--- config.mk ---
export PLATFORM = sky130hd
export DESIGN_NAME = cmeas_sched
export DESIGN_NICKNAME = d
export VERILOG_FILES = /design/src/rtl/cmeas_pkg.sv /design/src/rtl/cmeas_edge_track.sv /design/src/rtl/cmeas_timer.sv /design/src/rtl/cmeas_adc_port.sv /design/src/rtl/cmeas_sched.sv
export SDC_FILE = /design/constraint.sdc
export NUM_CORES = 1
export LEC_CHECK = 0
export BUFFER_PORTS_ARGS = -buffer_cell sky130_fd_sc_hd__buf_2
export CELL_PAD_IN_SITES_DETAIL_PLACEMENT = 0
export CELL_PAD_IN_SITES_GLOBAL_PLACEMENT = 1
export CORE_AREA = 2 2 76 78
export CTS_CLUSTER_SIZE = 10
export DETAILED_ROUTE_END_ITERATION = 8
export DIE_AREA = 0 0 78 80
export GPL_ROUTABILITY_DRIVEN = 0
export HOLD_SLACK_MARGIN = 0.1
export PLACE_DENSITY = 0.93
export SLEW_MARGIN = 10
export SYNTH_ARGS = -nofsm -noshare
export SYNTH_HDL_FRONTEND = slang
export SYNTH_SLANG_ARGS = --single-unit
export TNS_END_PERCENT = 20
--- constraint.sdc ---
create_clock -name clk -period 4.4 [get_ports clk]
set_clock_uncertainty 0.1 [all_clocks]
set_input_delay 0.22 -clock clk [delete_from_list [all_inputs] [get_ports clk]]
set_output_delay 0.22 -clock clk [all_outputs]
set_load 0.01 [all_outputs]
--- src/rtl/cmeas_pkg.sv ---
package cmeas_pkg;
  localparam int NUM_SLOTS = 2;
  typedef enum logic [0:0] {
    SLOT_ODD  = 1'b0,
    SLOT_EVEN = 1'b1
  } slot_e;
endpackage

--- src/rtl/cmeas_edge_track.sv ---
module cmeas_edge_track
  import cmeas_pkg::*;
(
  input  logic                 clk,
  input  logic                 rst,
  input  logic                 tx_active,
  input  logic                 data_bit,
  input  logic [NUM_SLOTS-1:0] fall_sel,
  output logic [NUM_SLOTS-1:0] arm_hit
);
  logic  prev_q;
  slot_e due_q;
  logic  rise_w, fall_w, qual_w;

  assign rise_w = data_bit & ~prev_q;
  assign fall_w = ~data_bit & prev_q;
  assign qual_w = tx_active & (fall_sel[due_q] ? fall_w : rise_w);

  always_comb begin
    arm_hit = '0;
    if (qual_w) arm_hit[due_q] = 1'b1;
  end

  always_ff @(posedge clk) begin
    if (rst) begin
      prev_q <= 1'b0;
      due_q  <= SLOT_ODD;
    end else begin
      prev_q <= data_bit;
      if (!tx_active)  due_q <= SLOT_ODD;
      else if (qual_w) due_q <= (due_q == SLOT_ODD) ? SLOT_EVEN : SLOT_ODD;
    end
  end
endmodule

--- src/rtl/cmeas_timer.sv ---
module cmeas_timer #(
  parameter int CODE_W = 9,
  parameter int CH_W   = 3
) (
  input  logic              clk,
  input  logic              rst,
  input  logic              tick,
  input  logic              tx_active,
  input  logic              arm,
  input  logic              blocked,
  input  logic [CODE_W-1:0] code,
  input  logic [CH_W-1:0]   chan_in,
  output logic              running,
  output logic              expire,
  output logic [CH_W-1:0]   chan_q
);
  localparam logic [CODE_W-1:0] CODE_OFF_HI = '1;
  localparam logic [CODE_W-1:0] CNT_LAST    = CODE_W'(1);

  logic [CODE_W-1:0] cnt_q;
  logic              run_q;
  logic              code_ok, start;

  assign code_ok = (code != '0) && (code != CODE_OFF_HI);
  assign start   = tx_active && arm && !blocked && !run_q && code_ok;
  assign expire  = tx_active && run_q && tick && (cnt_q == CNT_LAST);
  assign running = run_q;

  always_ff @(posedge clk) begin
    if (rst) begin
      run_q  <= 1'b0;
      cnt_q  <= '0;
      chan_q <= '0;
    end else if (!tx_active) begin
      run_q <= 1'b0;
    end else if (start) begin
      run_q  <= 1'b1;
      cnt_q  <= code;
      chan_q <= chan_in;
    end else if (run_q && tick) begin
      if (cnt_q == CNT_LAST) run_q <= 1'b0;
      cnt_q <= cnt_q - CNT_LAST;
    end
  end
endmodule

--- src/rtl/cmeas_adc_port.sv ---
module cmeas_adc_port
  import cmeas_pkg::*;
#(
  parameter int CH_W  = 3,
  parameter int RES_W = 5
) (
  input  logic                            clk,
  input  logic                            rst,
  input  logic                            tx_active,
  input  logic [NUM_SLOTS-1:0]            expire,
  input  logic [NUM_SLOTS-1:0][CH_W-1:0]  slot_chan,
  input  logic                            adc_ack,
  input  logic [RES_W-1:0]                adc_result,
  output logic                            adc_req,
  output logic [CH_W-1:0]                 adc_chan,
  output logic [NUM_SLOTS-1:0]            blocked,
  output logic [NUM_SLOTS-1:0][RES_W-1:0] result
);
  localparam int SLOT_W = (NUM_SLOTS > 1) ? $clog2(NUM_SLOTS) : 1;

  logic [NUM_SLOTS-1:0]            pend_q;
  logic                            req_q;
  logic [SLOT_W-1:0]               slot_q;
  logic [CH_W-1:0]                 chan_q;
  logic [NUM_SLOTS-1:0][RES_W-1:0] res_q;
  logic                            gnt_any;
  logic [SLOT_W-1:0]               gnt_idx;

  always_comb begin
    gnt_any = 1'b0;
    gnt_idx = '0;
    for (int i = NUM_SLOTS - 1; i >= 0; i--) begin
      if (pend_q[i]) begin
        gnt_any = 1'b1;
        gnt_idx = SLOT_W'(i);
      end
    end
  end

  for (genvar g = 0; g < NUM_SLOTS; g++) begin : g_block
    assign blocked[g] = pend_q[g] | (req_q && (slot_q == SLOT_W'(g)));
  end

  always_ff @(posedge clk) begin
    if (rst) begin
      pend_q <= '0;
      req_q  <= 1'b0;
      slot_q <= '0;
      chan_q <= '0;
      for (int i = 0; i < NUM_SLOTS; i++) res_q[i] <= '0;
    end else begin
      for (int i = 0; i < NUM_SLOTS; i++) begin
        if (!tx_active)     pend_q[i] <= 1'b0;
        else if (expire[i]) pend_q[i] <= 1'b1;
      end
      if (!req_q) begin
        if (gnt_any && tx_active) begin
          req_q           <= 1'b1;
          slot_q          <= gnt_idx;
          chan_q          <= slot_chan[gnt_idx];
          pend_q[gnt_idx] <= 1'b0;
        end
      end else if (adc_ack) begin
        req_q         <= 1'b0;
        res_q[slot_q] <= adc_result;
      end
    end
  end

  assign adc_req  = req_q;
  assign adc_chan = chan_q;
  assign result   = res_q;
endmodule

--- src/rtl/cmeas_sched.sv ---
module cmeas_sched
  import cmeas_pkg::*;
#(
  parameter int CODE_W = 9,
  parameter int CH_W   = 3,
  parameter int RES_W  = 5
) (
  input  logic              clk,
  input  logic              rst,
  input  logic              tick,
  input  logic              tx_active,
  input  logic              data_bit,
  input  logic              trig1_fall,
  input  logic              trig2_fall,
  input  logic [CODE_W-1:0] delay1_code,
  input  logic [CODE_W-1:0] delay2_code,
  input  logic [CH_W-1:0]   chan1_sel,
  input  logic [CH_W-1:0]   chan2_sel,
  input  logic              adc_ack,
  input  logic [RES_W-1:0]  adc_result,
  output logic              adc_req,
  output logic [CH_W-1:0]   adc_chan,
  output logic [RES_W-1:0]  result1,
  output logic [RES_W-1:0]  result2
);
  logic [NUM_SLOTS-1:0]            fall_sel;
  logic [NUM_SLOTS-1:0]            arm_hit;
  logic [NUM_SLOTS-1:0]            timer_run;
  logic [NUM_SLOTS-1:0]            expire;
  logic [NUM_SLOTS-1:0]            blocked;
  logic [NUM_SLOTS-1:0][CODE_W-1:0] code_arr;
  logic [NUM_SLOTS-1:0][CH_W-1:0]   chan_arr;
  logic [NUM_SLOTS-1:0][CH_W-1:0]   chan_held;
  logic [NUM_SLOTS-1:0][RES_W-1:0]  res_arr;

  assign fall_sel = {trig2_fall, trig1_fall};
  assign code_arr = {delay2_code, delay1_code};
  assign chan_arr = {chan2_sel, chan1_sel};

  cmeas_edge_track u_edge (
    .clk       (clk),
    .rst       (rst),
    .tx_active (tx_active),
    .data_bit  (data_bit),
    .fall_sel  (fall_sel),
    .arm_hit   (arm_hit)
  );

  for (genvar s = 0; s < NUM_SLOTS; s++) begin : g_slot
    cmeas_timer #(.CODE_W(CODE_W), .CH_W(CH_W)) u_timer (
      .clk       (clk),
      .rst       (rst),
      .tick      (tick),
      .tx_active (tx_active),
      .arm       (arm_hit[s]),
      .blocked   (blocked[s]),
      .code      (code_arr[s]),
      .chan_in   (chan_arr[s]),
      .running   (timer_run[s]),
      .expire    (expire[s]),
      .chan_q    (chan_held[s])
    );
  end

  cmeas_adc_port #(.CH_W(CH_W), .RES_W(RES_W)) u_port (
    .clk        (clk),
    .rst        (rst),
    .tx_active  (tx_active),
    .expire     (expire),
    .slot_chan  (chan_held),
    .adc_ack    (adc_ack),
    .adc_result (adc_result),
    .adc_req    (adc_req),
    .adc_chan   (adc_chan),
    .blocked    (blocked),
    .result     (res_arr)
  );

  assign result1 = res_arr[0];
  assign result2 = res_arr[1];
endmodule

==> metrics.txt <==
# TYPE chip_impl_metric gauge
chip_impl_info{name="worst_setup_path_start_kind",value="register"} 1
chip_impl_info{name="synth_top_flop_cell",value="sky130_fd_sc_hd__dfxtp_1"} 1
chip_impl_info{name="synth.largest_area_cell",value="sky130_fd_sc_hd__dfxtp_1"} 1
chip_impl_metric{name="numCtsBuffers",unit=""} 5
chip_impl_metric{name="port-buffer-count",unit=""} 50
chip_impl_metric{name="total_leakage_power",unit="nW"} 1.17
chip_impl_metric{name="htree_levels",unit=""} 2
chip_impl_metric{name="design_power_total",unit="uW"} 836
chip_impl_metric{name="routedWlPerCell",unit="um"} 13.0
chip_impl_info{name="status",value="completed"} 1
chip_impl_metric{name="synth_largest_type_area_fraction",unit="%"} 40.2
chip_impl_metric{name="gr-usage-all-layers",unit="%"} 17.1
chip_impl_metric{name="clk_pin_slew_worst_paths",unit="ns"} 0.09
chip_impl_metric{name="power.clock.fraction",unit="%"} 39.4
chip_impl_metric{name="seqPwrFrac",unit="%"} 50.6
chip_impl_info{name="criticalPathCategory",value="reg2reg"} 1
chip_impl_metric{name="pins_over_their_slew_limit",unit=""} 0
chip_impl_metric{name="die_area",unit="sq um"} 6240
chip_impl_metric{name="number_of_hold_violations_in_the_final_report",unit=""} 0
chip_impl_metric{name="worst_reg2reg_path_depth",unit=""} 4
chip_impl_metric{name="timing.final.crit_period",unit="ns"} 2.66
chip_impl_metric{name="p_int",unit="uW"} 641
chip_impl_metric{name="timing.critical_path.required",unit="ns"} 4.49
chip_impl_metric{name="viasPerCell",unit=""} 5.22
chip_impl_metric{name="synth_edf_count",unit=""} 0
chip_impl_metric{name="diodes",unit=""} 0
chip_impl_info{name="setup_repair_after_global_routing_missed_its_margin",value="no"} 1
chip_impl_metric{name="design_area",unit="sq um"} 2780
chip_impl_metric{name="dr.first_iter.drc_count",unit=""} 105
chip_impl_metric{name="die_h",unit="um"} 80
chip_impl_metric{name="routed_wl",unit="um"} 4990
chip_impl_metric{name="hold_path_depth",unit=""} 3
chip_impl_metric{name="final.setup.tns",unit="ns"} 0
chip_impl_metric{name="grt_pass1_vias",unit=""} 1929
chip_impl_metric{name="worstPathArrival",unit="ns"} 2.75
chip_impl_info{name="final_common_cell",value="sky130_fd_sc_hd__buf_2"} 1
chip_impl_metric{name="synth.lib_cells_used.distinct",unit=""} 43
chip_impl_metric{name="power.density",unit="nW/um^2"} 300
chip_impl_metric{name="postPlaceCellArea",unit="sq um"} 2530
chip_impl_metric{name="post_route_cells_drive_above_1_share",unit="%"} 23.3
chip_impl_metric{name="via_count",unit=""} 2010
chip_impl_metric{name="synth-seq-cells",unit=""} 45
chip_impl_info{name="timing.hold.worst.class",value="in2reg"} 1
chip_impl_metric{name="yosysSeqAreaShare",unit="%"} 40.2
chip_impl_metric{name="fill_cell_instance_count_of_the_final_layout",unit=""} 525
chip_impl_metric{name="wire_length_of_the_first_global_routing_pass",unit="um"} 8580
chip_impl_metric{name="power.share.combinational",unit="%"} 10.0
chip_impl_metric{name="vdd_drop_max",unit="mV"} 0.187
chip_impl_metric{name="top_level_ports",unit=""} 51
chip_impl_metric{name="die_w",unit="um"} 78
chip_impl_metric{name="timing.max_cap.violations",unit=""} 0
chip_impl_metric{name="post_cts.resized_instances",unit=""} 0
chip_impl_metric{name="worst_slew_margin_rel",unit="%"} 37.5
chip_impl_metric{name="max_freq",unit="MHz"} 375
chip_impl_info{name="worst_setup_path_end_kind",value="register"} 1
chip_impl_metric{name="clock_tree.buffer_depth",unit=""} 2
chip_impl_metric{name="finalCoreUtilization",unit="%"} 51.5
chip_impl_metric{name="core-area",unit="sq um"} 5410
chip_impl_metric{name="postSynth.asyncResetShare",unit="%"} 0
chip_impl_metric{name="mappedNetlistArea",unit="sq um"} 2240
chip_impl_metric{name="grt-ovfl-total",unit=""} 0
chip_impl_metric{name="crit_fanout",unit=""} 21
chip_impl_metric{name="postCtsSetupBuffers",unit=""} 0
chip_impl_metric{name="design.final.nets",unit=""} 353
chip_impl_metric{name="synthesis.area_per_instance",unit="sq um"} 8.87
chip_impl_metric{name="synthToLayoutAreaGrowth",unit="%"} 24.1
chip_impl_metric{name="drc",unit=""} 0
chip_impl_metric{name="postSynthNetCount",unit=""} 294
chip_impl_metric{name="starting_utilization_of_the_core_area",unit="%"} 41.5
chip_impl_metric{name="fp-row-count",unit=""} 27
chip_impl_metric{name="grt_start_max_net_pins",unit=""} 42
chip_impl_metric{name="clock_insertion_delay_at_the_later_pin_of_the_skew_report",unit="ns"} 0.29
chip_impl_metric{name="initial_antenna_violation_count",unit=""} 0
chip_impl_metric{name="clock_sinks",unit=""} 45
chip_impl_metric{name="postRouteAntennaNets",unit=""} 0
chip_impl_metric{name="cell_count_after_synthesis",unit=""} 253
chip_impl_metric{name="power_switching_share",unit="%"} 23.3
chip_impl_info{name="cts_root_buffer",value="sky130_fd_sc_hd__clkbuf_8"} 1
chip_impl_metric{name="worstMarginPinSlew",unit="ns"} 0.935
chip_impl_metric{name="dp_hpwl",unit="um"} 3580
chip_impl_metric{name="setup_viol",unit=""} 0
chip_impl_info{name="cts_tree",value="built"} 1
chip_impl_metric{name="synth-warning-count",unit=""} 0
chip_impl_metric{name="fin_worst_hold_slack",unit="ns"} 0.112
chip_impl_info{name="synth.area.top_cells",value="sky130_fd_sc_hd__dfxtp_1 40%, sky130_fd_sc_hd__mux2i_1 8.0%, sky130_fd_sc_hd__nor2_1 7.4%"} 1
chip_impl_metric{name="power_switching",unit="uW"} 195
chip_impl_info{name="final_cell_mix",value="50 x sky130_fd_sc_hd__buf_2, 45 x sky130_fd_sc_hd__dfxtp_1, 44 x sky130_fd_sc_hd__nor2_1, 19 x sky130_fd_sc_hd__a21oi_1"} 1
chip_impl_metric{name="rrSetupSlack",unit="ns"} 1.74
chip_impl_metric{name="dr.pass1.iters",unit=""} 4
chip_impl_metric{name="share_of_the_cycle_needed_by_the_critical_path_after_routing",unit="%"} 60.5
chip_impl_metric{name="cts.hold.buffers_added",unit=""} 13
==> power by group through the flow <==
stage | Sequential [mW] | Clock, mW | Combinational, mW
after floorplan | 0.431 | 0 | 0.0457
after global placement | 0.432 | 0 | 0.0740
after detailed placement | 0.433 | 0 | 0.0746
after CTS | 0.423 | 0.334 | 0.0838
after global routing | 0.425 | 0.348 | 0.0938
final | 0.423 | 0.329 | 0.0835
==> worst max-delay path, stage by stage, from the launching register on <==
cell                      delay [ns]
sky130_fd_sc_hd__dfxtp_1        0.44
sky130_fd_sc_hd__mux2i_1        0.28
sky130_fd_sc_hd__mux2i_2        0.38
sky130_fd_sc_hd__nand4_1        0.80
sky130_fd_sc_hd__o221a_1        0.57
==> per-stage QoR <==
stage	setup slack [ns]	std cells
after CTS	1.75	385
after detailed placement	1.77	364
final	1.74	385
after floorplan	2.60	253
after global routing	1.53	385
after global placement	1.88	364
==> cell families (layout without fill, tap and decap cells) <==
kind of cell,Yosys count,in the layout,synth area share [%]
flip-flops,45,45,40.2
multiplexers,19,19,8.64
adder cells (fa/ha/maj),4,4,2.23
AO/OA/AOI/OAI,45,45,15.9
buffers and inverters,17,77,3.23
AND/OR/NAND/NOR,111,111,25.2
XOR/XNOR,12,12,4.68
==> area by class of cell <==
type | instances | area (sq um) | share of cell area, %
well taps | 72 | 90.1 | 3.24
repair buffers | 63 | 380 | 13.7
multi-input cells | 191 | 1270 | 45.6
clock inverters | 2 | 37.5 | 1.35
inverters | 6 | 22.5 | 0.809
flip-flops and latches | 45 | 901 | 32.4
clock buffers | 6 | 82.6 | 2.97
==> sequential cells by signal (all words and copies together), names as in the netlist <==
register / flops
u_edge.due_q: 1
u_port.pend_q: 2
u_port.slot_q: 1
g_slot.u_timer.chan_q: 6
u_edge.prev_q: 1
u_port.result: 10
u_port.adc_chan: 3
u_port.adc_req: 1
g_slot.u_timer.running: 2
g_slot.u_timer.cnt_q: 18
==> path summary, 6_finish.rpt <==
path | startpoint | to
worst min register to register | u_port.adc_chan[2]$_SDFFE_PP0P_ | u_port.adc_chan[2]$_SDFFE_PP0P_
worst max-delay path | u_edge.due_q$_SDFFE_PP0N_ | g_slot[1].u_timer.cnt_q[5]$_SDFFE_PP0P_
worst max register to register | u_edge.due_q$_SDFFE_PP0N_ | g_slot[1].u_timer.cnt_q[5]$_SDFFE_PP0P_
worst min-delay path | adc_ack | u_port.adc_req$_SDFF_PP0_
==> synthesized netlist by cell type (3+ instances only) <==
| master | count |
|---|---|
| sky130_fd_sc_hd__nand3_1 | 10 |
| sky130_fd_sc_hd__nor2b_1 | 4 |
| sky130_fd_sc_hd__a211oi_2 | 6 |
| sky130_fd_sc_hd__buf_2 | 4 |
| sky130_fd_sc_hd__a31oi_1 | 3 |
| sky130_fd_sc_hd__xnor2_1 | 7 |
| sky130_fd_sc_hd__inv_1 | 6 |
| sky130_fd_sc_hd__clkbuf_1 | 4 |
| sky130_fd_sc_hd__nor3_1 | 6 |
| sky130_fd_sc_hd__xor2_1 | 5 |
| sky130_fd_sc_hd__ha_1 | 4 |
| sky130_fd_sc_hd__o221a_1 | 4 |
| sky130_fd_sc_hd__nand4_1 | 5 |
| sky130_fd_sc_hd__nand2b_1 | 3 |
| sky130_fd_sc_hd__nand2_1 | 18 |
| sky130_fd_sc_hd__mux2i_1 | 18 |
| sky130_fd_sc_hd__nor2_1 | 44 |
| sky130_fd_sc_hd__o21ai_1 | 3 |
| sky130_fd_sc_hd__dfxtp_1 | 45 |
| sky130_fd_sc_hd__nor4_1 | 6 |
| sky130_fd_sc_hd__a21oi_1 | 19 |
==> layer usage <==
metal  share of wire [%]  routed length [um]  track usage [%]  vias up
met5                   0                   0                0        -
met4                 1.3                  67             6.49        0
met3                 5.5                 276             3.39        7
met2                  45                2240             28.6       54
met1                  48                2410             21.6      920
li1                    -                   -                -     1029
No activity file was read; power rests on OpenSTA's default activity.
